<file path="config.mk">
export PLATFORM = sky130hd
export DESIGN_NAME = branch_resolver
export DESIGN_NICKNAME = d
export VERILOG_FILES = /design/src/rtl/bcr_pkg.sv /design/src/rtl/bcr_control.sv /design/src/rtl/bcr_datapath.sv /design/src/rtl/branch_resolver.sv
export SDC_FILE = /design/constraint.sdc
export NUM_CORES = 1
export LEC_CHECK = 0
export ABC_AREA = 1
export BUFFER_PORTS_ARGS = -buffer_cell sky130_fd_sc_hd__buf_2
export CELL_PAD_IN_SITES_DETAIL_PLACEMENT = 0
export CELL_PAD_IN_SITES_GLOBAL_PLACEMENT = 1
export CORE_UTILIZATION = 25
export DETAILED_ROUTE_END_ITERATION = 10
export GPL_ROUTABILITY_DRIVEN = 0
export PLACE_DENSITY = 0.75
export SLEW_MARGIN = 5
export SYNTH_ARGS = -nofsm -noshare
export SYNTH_HDL_FRONTEND = slang
export SYNTH_SLANG_ARGS = --single-unit
</file>
<file path="constraint.sdc">
create_clock -name clk -period 6.9 [get_ports clk]
set_input_delay 1.035 -clock clk [delete_from_list [all_inputs] [get_ports clk]]
set_output_delay 1.035 -clock clk [all_outputs]
set_load 0.005 [all_outputs]
</file>
<file path="src/rtl/bcr_pkg.sv">
package bcr_pkg;
  typedef enum logic [3:0] {
    K_SHORT    = 4'd0,
    K_NEAR     = 4'd1,
    K_FAR      = 4'd2,
    K_IND_NEAR = 4'd3,
    K_IND_FAR  = 4'd4,
    K_COND     = 4'd5,
    K_LOOP     = 4'd6,
    K_LOOP_EQ  = 4'd7,
    K_LOOP_NE  = 4'd8,
    K_CNT_ZERO = 4'd9
  } brKind_e;

  typedef enum logic [2:0] {
    T_NEXT, T_REL_SHORT, T_REL_NEAR, T_FAR_IMM, T_IND_NEAR, T_IND_FAR
  } tgtSel_e;

  typedef struct packed {
    tgtSel_e sel;
    logic    take;
    logic    decCount;
  } ctlStrobe_t;
endpackage

</file>
<file path="src/rtl/bcr_control.sv">
module bcr_control
  import bcr_pkg::*;
#(
  parameter int CNT_W = 16
) (
  input  logic             clk,
  input  logic             rstN,
  input  logic             inValid,
  input  logic [3:0]       kindIn,
  input  logic [3:0]       condIn,
  input  logic [4:0]       flagsIn,
  input  logic [CNT_W-1:0] countIn,
  output ctlStrobe_t       ctl
);
  logic cf, zf, sf, ovf, pf;
  logic baseCond, condMet, cntWillBeNz, cntIsZero;

  assign cf  = flagsIn[0];
  assign zf  = flagsIn[1];
  assign sf  = flagsIn[2];
  assign ovf = flagsIn[3];
  assign pf  = flagsIn[4];

  always_comb begin
    unique case (condIn[3:1])
      3'd0: baseCond = ovf;
      3'd1: baseCond = cf;
      3'd2: baseCond = zf;
      3'd3: baseCond = cf | zf;
      3'd4: baseCond = sf;
      3'd5: baseCond = pf;
      3'd6: baseCond = sf ^ ovf;
      default: baseCond = (sf ^ ovf) | zf;
    endcase
  end
  assign condMet     = baseCond ^ condIn[0];
  assign cntWillBeNz = (countIn != CNT_W'(1));
  assign cntIsZero   = (countIn == '0);

  function automatic ctlStrobe_t mk(input logic go, input tgtSel_e s, input logic dec);
    ctlStrobe_t c;
    c.take     = go;
    c.sel      = go ? s : T_NEXT;
    c.decCount = dec;
    return c;
  endfunction

  always_comb begin
    case (brKind_e'(kindIn))
      K_SHORT:    ctl = mk(1'b1, T_REL_SHORT, 1'b0);
      K_NEAR:     ctl = mk(1'b1, T_REL_NEAR, 1'b0);
      K_FAR:      ctl = mk(1'b1, T_FAR_IMM, 1'b0);
      K_IND_NEAR: ctl = mk(1'b1, T_IND_NEAR, 1'b0);
      K_IND_FAR:  ctl = mk(1'b1, T_IND_FAR, 1'b0);
      K_COND:     ctl = mk(condMet, T_REL_SHORT, 1'b0);
      K_LOOP:     ctl = mk(cntWillBeNz, T_REL_SHORT, 1'b1);
      K_LOOP_EQ:  ctl = mk(cntWillBeNz & zf, T_REL_SHORT, 1'b1);
      K_LOOP_NE:  ctl = mk(cntWillBeNz & ~zf, T_REL_SHORT, 1'b1);
      K_CNT_ZERO: ctl = mk(cntIsZero, T_REL_SHORT, 1'b0);
      default:    ctl = mk(1'b0, T_NEXT, 1'b0);
    endcase
  end

  // count-zero test never requests a count write
  p_cntzero_keeps_r10: assert property (@(posedge clk) disable iff (!rstN)
    (inValid && kindIn == K_CNT_ZERO) |-> !ctl.decCount);
  // the conditional loop forms decrement even when falling through
  p_loopcc_dec_r9: assert property (@(posedge clk) disable iff (!rstN)
    (inValid && (kindIn == K_LOOP_EQ || kindIn == K_LOOP_NE)) |-> ctl.decCount);
  // a strobe without take must select the fall-through address
  p_nottaken_next_r11: assert property (@(posedge clk) disable iff (!rstN)
    (inValid && !ctl.take) |-> (ctl.sel == T_NEXT));
endmodule

</file>
<file path="src/rtl/bcr_datapath.sv">
module bcr_datapath
  import bcr_pkg::*;
#(
  parameter int ADDR_W  = 16,
  parameter int SHORT_W = 8
) (
  input  logic                clk,
  input  logic                rstN,
  input  logic                inValid,
  input  ctlStrobe_t          ctl,
  input  logic [ADDR_W-1:0]   dispIn,
  input  logic [2*ADDR_W-1:0] farIn,
  input  logic [2*ADDR_W-1:0] indIn,
  input  logic [ADDR_W-1:0]   countIn,
  input  logic [ADDR_W-1:0]   nextIp,
  input  logic [ADDR_W-1:0]   curCs,
  output logic                outValid,
  output logic                taken,
  output logic [ADDR_W-1:0]   newIp,
  output logic [ADDR_W-1:0]   newCs,
  output logic [ADDR_W-1:0]   countOut
);
  localparam int EXT_W = ADDR_W - SHORT_W;

  logic [ADDR_W-1:0] shortExt, ipCalc, csCalc, cntCalc;

  assign shortExt = {{EXT_W{dispIn[SHORT_W-1]}}, dispIn[SHORT_W-1:0]};

  always_comb begin
    ipCalc = nextIp;
    csCalc = curCs;
    case (ctl.sel)
      T_REL_SHORT: ipCalc = nextIp + shortExt;
      T_REL_NEAR:  ipCalc = nextIp + dispIn;
      T_FAR_IMM:   begin ipCalc = farIn[ADDR_W-1:0]; csCalc = farIn[2*ADDR_W-1:ADDR_W]; end
      T_IND_NEAR:  ipCalc = indIn[ADDR_W-1:0];
      T_IND_FAR:   begin ipCalc = indIn[ADDR_W-1:0]; csCalc = indIn[2*ADDR_W-1:ADDR_W]; end
      default:     ;
    endcase
    cntCalc = ctl.decCount ? countIn - ADDR_W'(1) : countIn;
  end

  always_ff @(posedge clk) begin
    if (!rstN) begin
      outValid <= 1'b0;
      taken    <= 1'b0;
      newIp    <= '0;
      newCs    <= '0;
      countOut <= '0;
    end else begin
      outValid <= inValid;
      if (inValid) begin
        taken    <= ctl.take;
        newIp    <= ipCalc;
        newCs    <= csCalc;
        countOut <= cntCalc;
      end
    end
  end

  // one-cycle latency
  p_latency_r12: assert property (@(posedge clk) disable iff (!rstN)
    inValid |=> outValid);
  p_no_spurious_r12: assert property (@(posedge clk) disable iff (!rstN)
    !inValid |=> (!outValid && $stable(newIp) && $stable(countOut)));
  // fall-through keeps segment and returns next address
  p_fallthrough_r11: assert property (@(posedge clk) disable iff (!rstN)
    (inValid && !ctl.take) |=> (!taken && newIp == $past(nextIp) && newCs == $past(curCs)));
  // decrement request yields count minus one
  p_count_dec_r8: assert property (@(posedge clk) disable iff (!rstN)
    (inValid && ctl.decCount) |=> (countOut == $past(countIn) - ADDR_W'(1)));
endmodule

</file>
<file path="src/rtl/branch_resolver.sv">
module branch_resolver
  import bcr_pkg::*;
#(
  parameter int ADDR_W  = 16,
  parameter int SHORT_W = 8
) (
  input  logic                clk,
  input  logic                rstN,
  input  logic                inValid,
  input  logic [3:0]          kindIn,
  input  logic [3:0]          condIn,
  input  logic [4:0]          flagsIn,
  input  logic [ADDR_W-1:0]   dispIn,
  input  logic [2*ADDR_W-1:0] farIn,
  input  logic [2*ADDR_W-1:0] indIn,
  input  logic [ADDR_W-1:0]   countIn,
  input  logic [ADDR_W-1:0]   nextIp,
  input  logic [ADDR_W-1:0]   curCs,
  output logic                outValid,
  output logic                taken,
  output logic [ADDR_W-1:0]   newIp,
  output logic [ADDR_W-1:0]   newCs,
  output logic [ADDR_W-1:0]   countOut
);
  ctlStrobe_t ctl;

  bcr_control #(.CNT_W(ADDR_W)) u_control (
    .clk(clk), .rstN(rstN), .inValid(inValid), .kindIn(kindIn),
    .condIn(condIn), .flagsIn(flagsIn), .countIn(countIn), .ctl(ctl)
  );

  bcr_datapath #(.ADDR_W(ADDR_W), .SHORT_W(SHORT_W)) u_datapath (
    .clk(clk), .rstN(rstN), .inValid(inValid), .ctl(ctl),
    .dispIn(dispIn), .farIn(farIn), .indIn(indIn), .countIn(countIn),
    .nextIp(nextIp), .curCs(curCs), .outValid(outValid), .taken(taken),
    .newIp(newIp), .newCs(newCs), .countOut(countOut)
  );
endmodule

</file>
==> qor.txt, run 1 <==
CELLS AND AREA
-------------------------------------------------------------------------------------------
Multi-input combinational cell area                                              2500 sq um
Final cell count without fillers                                                       1020
Final-stage net count                                                                   972
Area growth from synthesis to final layout                                            33.3%
Number of filler instances in the final layout                                         1740
Number of antenna cells inserted                                                          0
Sequential cell area                                                             1000 sq um
Final Cell Area                                                                  5220 sq um
Ratio of cells with drive above 1 in the final layout                                 27.7%

PLACE
-------------------------------------------------------------------------------------------
Worst slack after detailed placement                                                3.20 ns
Detailed placement HPWL                                                        11000 microns
Count of input and output buffers                                                       193
Instance count after placement with tap cells included                                 1012
DP Area                                                                          5050 sq um

TIMING
-------------------------------------------------------------------------------------------
Unrepaired setup endpoints after global routing                                          no
Setup Total Neg Slack                                                                  0 ns
Worst-case headroom to the max-slew limit                                             42.5%
Ratio of final minimum period to clock period                                         48.8%
Maximum operating frequency                                                         297 MHz
Setup violations, final                                                                   0
Clock period minus worst slack                                                      3.37 ns
Worst clock skew on the final layout                                                   0 ns
Setup WS post-layout                                                                3.53 ns
Transition time at the pin with the least slew margin                              0.861 ns
Pins over their slew limit                                                                0
Final hold violations                                                                     0

CLOCK NETWORK
-------------------------------------------------------------------------------------------
Number of buffers created by CTS                                                          5
Insertion delay of the later-clocked pin in the worst-skew pair                     0.30 ns
Number of sinks handled by clock tree synthesis                                          50
# Post-CTS Setup Buffers                                                                  0
Longest Clk Path Bufs                                                                     2
Reg clk slew, reported paths                                                        0.08 ns
# resized after CTS                                                                       0
Clock tree root driver cell                                                       clkbuf_16
Number of hold buffers added after CTS                                                    0
Htree depth                                                                               2
Clock tree from TritonCTS                                                              done

SYNTHESIS
-------------------------------------------------------------------------------------------
Top flip-flop cell by instance count after synthesis                                dfxtp_1
FF+latch count, synth                                                                    50
Post-synthesis compound-gate area fraction                                            22.5%
Post-synth EDFFs                                                                          0
Synth async-reset ratio                                                                  0%
Mapped Cells                                                                            630
Combinational family with the most area after synthesis                        simple AND/OR/NAND/NOR gates
Area of the mapped netlist                                                       3920 sq um
Adder-Cell Fraction of Synth Area                                                     6.58%
Post-synthesis average cell area                                                 6.22 sq um
Area share of xor/xnor cells in the synthesized design                                4.25%
Area share of the largest cell type after synthesis                                   25.5%
Area share of and/or/nand/nor cells after synthesis                                   30.5%
Cell accounting for the most synthesized area                                       dfxtp_1
Most used standard cell by instance count after synthesis                           nand2_1
Synth warn                                                                                0
Leading cell types by total area after synthesis                               dfxtp_1 (26%), nand2_1 (19%), o21ai_0 (7.7%)
Top cell types by occurrence after synthesis                                   nand2_1 (198), inv_1 (74), o21ai_0 (60)
Synthesized netlist net count                                                           794
Distinct cell type count after synthesis                                                 39
Multiplexer share of the synthesized area                                                0%
Sequential-to-total area share from yosys stat                                        25.5%

PWR
-------------------------------------------------------------------------------------------
Switching power of the nets                                                        0.298 mW
Overall power consumption                                                          0.894 mW
Power per standard cell area                                                    171 nW/um^2
Internal power component                                                           0.596 mW
Clk network pwr share                                                                 33.6%
Reported leakage power                                                              2.75 nW
Logic gate share of total power                                                       30.3%
Maximum resistive drop on vdd                                                   0.0000855 V
Switching power as a share of total power                                             33.4%
Power share of the sequential group                                                   36.1%

DRT
-------------------------------------------------------------------------------------------
Final antenna-violating net count                                                         0
DR DRC count                                                                              0
First-pass detailed-route iteration total                                                 4
Total via count in the routed design                                                   4582
Average routed wire per standard cell                                          14.1 microns
DR vias/cell                                                                           4.49
Number of design-rule violations left by the first detailed-router iteration            217
Routed wire length                                                             14400 microns

GLOBAL ROUTING
-------------------------------------------------------------------------------------------
Vias in the first global route                                                         4511
Grt ovf                                                                                   0
Global-route wire length before repair                                         22700 microns
Largest net degree at the start of global routing                                        79
Number of antenna violations at the first check in global routing                         0
Global Route Usage Sum                                                                17.9%

FLOORPLANNING
-------------------------------------------------------------------------------------------
Core Region                                                                     15300 sq um
Initial Utilization                                                                   25.7%
Vertical die dimension                                                          127 microns
Die X                                                                           127 microns
Full die area                                                                   16200 sq um
I/O pin cnt                                                                             194
Cell row count                                                                           45

WORST SETUP PATH
-------------------------------------------------------------------------------------------
Critical path capture point type                                                       flop
Critical path start-end classification                                         input pin to flop
Worst endpoint required time                                                        7.12 ns
Biggest fanout along the worst timing path                                               10
Worst setup SP type                                                               input pin
Data arrival time of the critical path                                              3.59 ns

MIN PATH
-------------------------------------------------------------------------------------------
Hold Path Class                                                                flop to flop

FLOW RUN
-------------------------------------------------------------------------------------------
Max-cap viol count                                                                        0

OUTCOME
-------------------------------------------------------------------------------------------
Outcome                                                                           completed

-- power groups by stage --
stage	sequential, mW	combinational (mW)	clock [mW]
floorplan	0.330	0.161	0
global placement	0.329	0.275	0
detailed placement	0.330	0.274	0
CTS	0.323	0.275	0.311
global route	0.325	0.314	0.320
finish	0.323	0.271	0.300
-- registers in the layout, summed over array words and instances (netlist names) --
signal               cells
u_datapath.outValid      1
u_datapath.countOut     16
u_datapath.newCs        16
u_datapath.taken         1
u_datapath.newIp        16
-- final timing paths --
check	start	slack, ns	endpoint	cells after the start
min reg2reg	u_datapath.newIp[0]	0.46	u_datapath.newIp[0]	2
max	kindIn[2]	3.53	u_datapath.newIp[11]	15
max reg2reg	u_datapath.newCs[1]	6.18	u_datapath.newCs[1]	2
min	u_datapath.newIp[0]	0.46	u_datapath.newIp[0]	2
-- metal layers --
metal | up-vias | share of wire (%) | global-route usage (%) | wire (microns)
met2 | 129 | 49 | 33.1 | 7040
met3 | 6 | 4.6 | 3.31 | 666
met4 | 0 | 0.60 | 3.57 | 86
li1 | 2436 | - | - | -
met1 | 2011 | 46 | 21.5 | 6580
met5 | - | 0 | 0 | 0
-- critical path, stage by stage --
cell	delay [ns]
buf_2	0.14
nor2_2	0.20
nand3_2	0.25
nand2_1	0.29
o21ai_0	0.13
inv_1	0.09
ha_1	0.25
a21oi_1	0.23
a21boi_0	0.34
o21ai_0	0.17
xor2_1	0.17
nand2_1	0.07
nand2_1	0.07
nand2_1	0.04
a21oi_1	0.10
-- final cells by class --
class	instances	area share, %
multi-input combinational	475	47.9
sequential	50	19.2
timing repair buffer	195	18.8
inverter	81	5.82
tap	211	5.06
clock buffer	5	2.40
clock inverter	3	0.839
-- per-stage QoR --
stage                     util, %  hold slack [ns]
after global routing         34.2            0.489
final                        34.2            0.462
after floorplan                 -            0.462
after global placement       33.1            0.453
after detailed placement     33.1            0.454
after CTS                    34.2            0.465
-- logic make-up after synthesis --
family	Yosys count
AND/OR/NAND/NOR	284
AO/OA/AOI/OAI	152
buffers and inverters	105
flip-flops	50
adder cells (fa/ha/maj)	20
XOR/XNOR	19
-- placed cells by master (no fill, tap or decap), types with 3 or more instances in the layout --
cell and count:
nor3_1 8, a22oi_1 4, buf_2 193, nand2_1 198, inv_1 74, nand4_1 4
xor2_1 13, nand2_2 3, o221ai_1 5, o21ai_1 6, nand3_1 24, a31oi_1 4
clkbuf_16 5, a21oi_1 47, nand3_2 4, a41oi_1 16, o21ai_0 60, nor2_1 34
xnor2_1 6, dfxtp_1 50, inv_2 6, ha_1 19
(Power assumes the default switching activity.)
==> run 2, diff against run 1 <==
- clock period: 6.9 -> 3.11 ns (I/O delays scaled with it)
==> qor.txt, run 2 (synthesized netlist as in run 1, its figures left out) <==
OUTCOME
-------------------------------------------------------------------------------------------
Outcome                                                                           completed

GLOBAL ROUTING
-------------------------------------------------------------------------------------------
Largest net degree at the start of global routing                                        34   -57%
Number of antenna violations at the first check in global routing                         0   unchanged
Vias in the first global route                                                         4333   -3.9%
Global Route Usage Sum                                                                17.7%   -0.18 points
Grt ovf                                                                                   0   unchanged
Global-route wire length before repair                                         22400 microns   -1.4%

CLOCK NETWORK
-------------------------------------------------------------------------------------------
Number of sinks handled by clock tree synthesis                                          50   unchanged
Clock tree from TritonCTS                                                              done
Clock tree root driver cell                                                       clkbuf_16
Insertion delay of the later-clocked pin in the worst-skew pair                     0.29 ns   about the same
Longest Clk Path Bufs                                                                     2   unchanged
# Post-CTS Setup Buffers                                                                  0   unchanged
# resized after CTS                                                                       0   unchanged
Number of hold buffers added after CTS                                                    0   unchanged
Reg clk slew, reported paths                                                        0.07 ns   about the same
Number of buffers created by CTS                                                          5   unchanged
Htree depth                                                                               2   unchanged

CELLS AND AREA
-------------------------------------------------------------------------------------------
Number of antenna cells inserted                                                          0   unchanged
Ratio of cells with drive above 1 in the final layout                                 28.1%   +0.44 points
Final-stage net count                                                                   977   +0.51%
Most common cell after layout, fill and taps aside                                  nand2_1
Final Cell Area                                                                  5250 sq um   +0.58%
Number of filler instances in the final layout                                         1718   -1.3%
Area growth from synthesis to final layout                                            34.0%
Top library cells by usage in the layout, fill and taps aside                  nand2_1 (198), buf_2 (193), inv_1 (74)
Largest regs                                                                   u_datapath.countOut x16, u_datapath.newCs x16, u_datapath.newIp x16
Final cell count without fillers                                                       1025   +0.49%

DRT
-------------------------------------------------------------------------------------------
Routed wire length                                                             14200 microns   -1.4%
Average routed wire per standard cell                                          13.8 microns   -1.9%
Number of design-rule violations left by the first detailed-router iteration            150   -31%
DR DRC count                                                                              0   unchanged
Total via count in the routed design                                                   4640   +1.3%
DR vias/cell                                                                           4.53   +0.77%
First-pass detailed-route iteration total                                                 4   unchanged
Final antenna-violating net count                                                         0   unchanged

PWR
-------------------------------------------------------------------------------------------
Switching power of the nets                                                        0.644 mW   +120%
Power share of the sequential group                                                   36.9%   +0.8 points
Clk network pwr share                                                                 31.3%   -2.3 points
Reported leakage power                                                              2.77 nW   +0.74%
Power per standard cell area                                                    368 nW/um^2   +110%
Overall power consumption                                                           1.93 mW   +120%
Logic gate share of total power                                                       31.8%   +1.5 points
Switching power as a share of total power                                             33.3%   -0.077 points
Internal power component                                                            1.29 mW   +120%
Maximum resistive drop on vdd                                                    0.000193 V   +130%

TIMING
-------------------------------------------------------------------------------------------
Worst-case headroom to the max-slew limit                                             45.4%   +2.9 points
Clock period minus worst slack                                                      2.69 ns
Setup Total Neg Slack                                                                  0 ns   unchanged
Maximum operating frequency                                                         372 MHz
Unrepaired setup endpoints after global routing                                          no
Ratio of final minimum period to clock period                                         86.4%
Worst clock skew on the final layout                                                   0 ns   unchanged
Pins over their slew limit                                                                0   unchanged
Setup violations, final                                                                   0   unchanged
Transition time at the pin with the least slew margin                              0.817 ns   -0.0435 ns
Final hold violations                                                                     0   unchanged

WORST SETUP PATH
-------------------------------------------------------------------------------------------
Worst endpoint required time                                                        3.33 ns   -3.79 ns
Sequence of cells on the critical path                                         buf_2 > nor2_2 > nand3_2 > nand2_1 > o21ai_0 > inv_1 > ha_1 > a21oi_1 > o21ai_0 > a21oi_1 > nand2_1 > xor2_1 > inv_1 > nand2_1 > nand2_1 > nand2_1 > a21oi_1
Startpoint of the most critical register-to-register path                      u_datapath.newCs[2]
Largest stage delay on the critical path                                            0.30 ns   -0.04 ns
Standard cell with the maximum stage delay on the critical path                     a21oi_1
Data arrival time of the critical path                                              2.91 ns   -0.68 ns
Crit path launch                                                                  kindIn[2]
Biggest fanout along the worst timing path                                               10   unchanged
Most frequent cell on the critical path                                             nand2_1
Critical path start-end classification                                         input pin to flop
Critical path capture point type                                                       flop
Worst setup SP type                                                               input pin

FLOORPLANNING
-------------------------------------------------------------------------------------------
Core Region                                                                     15300 sq um   unchanged
Initial Utilization                                                                   25.7%   unchanged
Cell row count                                                                           45   unchanged
Vertical die dimension                                                          127 microns   unchanged
I/O pin cnt                                                                             194   unchanged
Die X                                                                           127 microns   unchanged
Full die area                                                                   16200 sq um   unchanged

FLOW RUN
-------------------------------------------------------------------------------------------
Max-cap viol count                                                                        0   unchanged

PLACE
-------------------------------------------------------------------------------------------
Detailed placement HPWL                                                        11200 microns   +1.3%
Count of input and output buffers                                                       193   unchanged
Instance count after placement with tap cells included                                 1017   +0.49%
DP Area                                                                          5090 sq um   +0.74%

MIN PATH
-------------------------------------------------------------------------------------------
Hold Path Class                                                                input pin to flop
Startpoint of the worst hold path                                                  curCs[9]

-- run 2: changes by cell type in the layout (fill, tap and decap cells not counted) --
cell | previous run | this run
buf_4 | 2 | 7
bufinv_16 | 1 | 0
clkbuf_8 | 0 | 2
clkinv_2 | 1 | 0
clkinv_4 | 0 | 1
inv_6 | 1 | 0
-- run 2: power by group through the flow --
stage | Combinational [mW] | Sequential, mW | Clock, mW
finish | 0.614 | 0.714 | 0.605
global route | 0.703 | 0.719 | 0.651
CTS | 0.621 | 0.714 | 0.631
detailed placement | 0.618 | 0.729 | 0
global placement | 0.621 | 0.727 | 0
floorplan | 0.356 | 0.732 | 0
-- run 2: final timing paths --
kind	to	slack [ns]	depth (start not counted)
min reg2reg	u_datapath.newIp[1]	0.46	2
min	u_datapath.newCs[9]	0.45	3
max reg2reg	u_datapath.newCs[2]	2.38	2
max	u_datapath.newIp[14]	0.42	17
-- run 2: worst max-delay path: cells and delay by family --
| kind | cells | cell delay, ns |
|---|---|---|
| AND/OR/NAND/NOR | 7 | 0.94 |
| AO/OA/AOI/OAI | 5 | 0.82 |
| adder cells (fa/ha/maj) | 1 | 0.27 |
| buffers and inverters | 3 | 0.26 |
| XOR/XNOR | 1 | 0.14 |
-- run 2: metal layers --
layer	wire length, microns	share of wire, %	GRT usage, %
met5	8	0.056	0
met4	142	1.0	3.71
met3	711	5.0	3.10
met2	6830	48	32.4
met1	6470	46	21.6
-- run 2: through the flow --
stage | hold WS [ns] | util [%] | setup WS [ns]
after floorplan | 0.462 | - | 0.717
after global routing | 0.452 | 34.4 | 0.144
after global placement | 0.451 | 33.4 | 0.196
after CTS | 0.434 | 34.4 | 0.448
after detailed placement | 0.454 | 33.4 | 0.129
final | 0.449 | 34.4 | 0.423
-- run 2: final cells by class --
| type | instances | area [sq um] | share of cell area [%] |
|---|---|---|---|
| clock inverters | 1 | 8.76 | 0.167 |
| multi-input cells | 475 | 2500 | 47.7 |
| repair buffers | 200 | 1020 | 19.4 |
| inverters | 81 | 304 | 5.79 |
| clock buffers | 7 | 153 | 2.91 |
| flip-flops and latches | 50 | 1000 | 19.1 |
| well taps | 211 | 264 | 5.03 |
==> run 3, diff against run 2 <==
- RECOVER_POWER: not set -> 25
==> qor.txt, run 3 (synthesized netlist as in run 1, its figures left out) <==
WORST SETUP PATH
-------------------------------------------------------------------------------------------
Critical path capture point type                                                       flop
Setup slack of the worst register-to-register path                                  2.39 ns   about the same
Data arrival time of the critical path                                              2.90 ns   about the same
Depth of the worst register-to-register path                                              4   +2
Bufs and invs on worst path                                                               3   unchanged
Largest stage delay on the critical path                                            0.30 ns   about the same
Worst R2R End                                                                  u_datapath.countOut[11]
Top Family by Delay on Critical Path                                           simple AND/OR/NAND/NOR gates
Startpoint of the most critical register-to-register path                      u_datapath.countOut[11]
Worst setup SP type                                                               input pin
Sequence of cells on the critical path                                         buf_2 > nor2_2 > nand3_2 > nand2_1 > o21ai_0 > inv_1 > ha_1 > a21oi_1 > o21ai_0 > a21oi_1 > nand2_1 > xor2_1 > inv_1 > nand2_1 > nand2_1 > nand2_1 > a21oi_1
Biggest fanout along the worst timing path                                               10   unchanged
Worst endpoint required time                                                        3.33 ns   about the same
Critical path start-end classification                                         input pin to flop
Most frequent cell on the critical path                                             nand2_1
Standard cell with the maximum stage delay on the critical path                     a21oi_1

GLOBAL ROUTING
-------------------------------------------------------------------------------------------
Global-route wire length before repair                                         22400 microns   unchanged
Number of antenna violations at the first check in global routing                         0   unchanged
Largest net degree at the start of global routing                                        34   unchanged
Grt ovf                                                                                   0   unchanged
Global Route Usage Sum                                                                17.7%   unchanged
Vias in the first global route                                                         4333   unchanged

DRT
-------------------------------------------------------------------------------------------
Number of design-rule violations left by the first detailed-router iteration            165   +10%
Average routed wire per standard cell                                          13.8 microns   -0.27%
Detailed-routed wire length on met2                                            6830 microns   unchanged
Routed wire length                                                             14100 microns   -0.27%
Metal3 WL                                                                       674 microns   -5.2%
Top routing layer used                                                                 met4
DR vias/cell                                                                           4.53   about the same
Total via count in the routed design                                                   4643   +0.065%
DR DRC count                                                                              0   unchanged
First-pass detailed-route iteration total                                                 4   unchanged
Final antenna-violating net count                                                         0   unchanged
Met1 Routed Length                                                             6490 microns   +0.17%

CLOCK NETWORK
-------------------------------------------------------------------------------------------
Reg clk slew, reported paths                                                        0.07 ns   about the same
Insertion delay of the later-clocked pin in the worst-skew pair                     0.29 ns   about the same
Number of hold buffers added after CTS                                                    0   unchanged
Number of buffers created by CTS                                                          5   unchanged
# resized after CTS                                                                       0   unchanged
Longest Clk Path Bufs                                                                     2   unchanged
Htree depth                                                                               2   unchanged
Number of sinks handled by clock tree synthesis                                          50   unchanged
# Post-CTS Setup Buffers                                                                  0   unchanged
Clock tree root driver cell                                                       clkbuf_16
Clock tree from TritonCTS                                                              done

TIMING
-------------------------------------------------------------------------------------------
Ratio of final minimum period to clock period                                         86.3%   about the same
Maximum operating frequency                                                         373 MHz   about the same
Unrepaired setup endpoints after global routing                                          no
Clock period minus worst slack                                                      2.68 ns   -0.00247 ns
Transition time at the pin with the least slew margin                               1.27 ns   +0.455 ns
Setup violations, final                                                                   0   unchanged
Worst clock skew on the final layout                                                   0 ns   unchanged
Final hold violations                                                                     0   unchanged
Pins over their slew limit                                                                0   unchanged
Setup Total Neg Slack                                                                  0 ns   unchanged
Worst-case headroom to the max-slew limit                                             15.2%   -30 points

PLACE
-------------------------------------------------------------------------------------------
Detailed placement HPWL                                                        11200 microns   unchanged
Instance count after placement with tap cells included                                 1017   unchanged
Count of input and output buffers                                                       193   unchanged

FLOORPLANNING
-------------------------------------------------------------------------------------------
Vertical die dimension                                                          127 microns   unchanged
Full die area                                                                   16200 sq um   unchanged
Core Region                                                                     15300 sq um   unchanged
Cell row count                                                                           45   unchanged
Initial Utilization                                                                   25.7%   unchanged
Die X                                                                           127 microns   unchanged
I/O pin cnt                                                                             194   unchanged

CELLS AND AREA
-------------------------------------------------------------------------------------------
Area growth from synthesis to final layout                                            33.5%
Final-stage net count                                                                   977   unchanged
Largest regs                                                                   u_datapath.countOut x16, u_datapath.newCs x16, u_datapath.newIp x16
Top library cells by usage in the layout, fill and taps aside                  nand2_1 (198), buf_2 (179), inv_1 (74)
Ratio of cells with drive above 1 in the final layout                                 26.3%   -1.8 points
Final cell count without fillers                                                       1025   unchanged
Number of filler instances in the final layout                                         1724   +0.35%
Most common cell after layout, fill and taps aside                                  nand2_1
Number of antenna cells inserted                                                          0   unchanged

MIN PATH
-------------------------------------------------------------------------------------------
Startpoint of the worst hold path                                                 curCs[15]
Worst hold stages                                                                         3   unchanged
Sink of the worst hold path                                                    u_datapath.newCs[15]
Hold Path Class                                                                input pin to flop

PWR
-------------------------------------------------------------------------------------------
Internal power component                                                            1.29 mW   -0.29%
Switching power as a share of total power                                             33.3%   about the same
Power per standard cell area                                                    369 nW/um^2   +0.15%
Maximum resistive drop on vdd                                                    0.000191 V   -0.91%
Reported leakage power                                                              2.71 nW   -2.0%
Switching power of the nets                                                        0.642 mW   -0.18%
Clk network pwr share                                                                 31.3%   about the same
Logic gate share of total power                                                       31.6%   -0.2 points
Overall power consumption                                                           1.93 mW   -0.25%
Power share of the sequential group                                                   37.0%   about the same

FLOW RUN
-------------------------------------------------------------------------------------------
Max-cap viol count                                                                        0   unchanged

OUTCOME
-------------------------------------------------------------------------------------------
Outcome                                                                           completed

-- run 3: changes by cell type in the layout (fill, tap and decap cells not counted), sizes merged --
cell and change:
clkbuf +15, buf -15
-- run 3: power by group through the flow --
| stage | Sequential (mW) | Clock [mW] | Combinational [mW] |
|---|---|---|---|
| 6_report | 0.714 | 0.604 | 0.610 |
| 5_1_grt | 0.720 | 0.651 | 0.700 |
| 4_1_cts | 0.714 | 0.631 | 0.621 |
| 3_5_place_dp | 0.729 | 0 | 0.618 |
| 3_3_place_gp | 0.727 | 0 | 0.621 |
| 2_1_floorplan | 0.732 | 0 | 0.356 |
-- run 3: worst max-delay path by stage --
stage,slack [ns],end,depth (start not counted),start
after floorplan,0.72,u_datapath.newIp[11],14,kindIn[2]
after global placement,0.20,u_datapath.newIp[11],15,kindIn[2]
after detailed placement,0.13,u_datapath.newIp[14],17,kindIn[2]
after CTS,0.45,u_datapath.newIp[14],17,kindIn[2]
after global routing,0.14,u_datapath.newIp[11],15,kindIn[2]
final,0.43,u_datapath.newIp[14],17,kindIn[2]
-- run 3: metrics by stage --
step	area, sq um	util, %	worst slack (ns)	hold WS [ns]
detailed placement	5090	33.4	0.129	0.454
global placement	5090	33.4	0.196	0.451
finish	5230	34.3	0.425	0.447
CTS	5250	34.4	0.448	0.434
global route	5230	34.3	0.143	0.452
floorplan	3920	-	0.717	0.462
-- run 3: per-layer routing --
| layer | up-vias | global-route usage [%] |
|---|---|---|
| li1 | 2445 | - |
| met1 | 2054 | 21.6 |
| met2 | 135 | 32.4 |
| met3 | 9 | 3.10 |
| met4 | 0 | 3.71 |
| met5 | - | 0 |
-- run 3: layout make-up --
cell class | instances | area (sq um) | area share, %
well taps | 211 | 264 | 5.05
clock inverters | 1 | 8.76 | 0.167
inverters | 81 | 304 | 5.81
clock buffers | 7 | 153 | 2.92
multi-input cells | 475 | 2500 | 47.9
repair buffers | 200 | 997 | 19.1
flip-flops and latches | 50 | 1000 | 19.1
-- run 3: tightest hold or removal path: cells and delay by family --
kind                   cells  cell delay [ns]
buffers and inverters      1             0.09
AOI/OAI and AO/OA          1             0.08
and+or+nand+nor            1             0.05
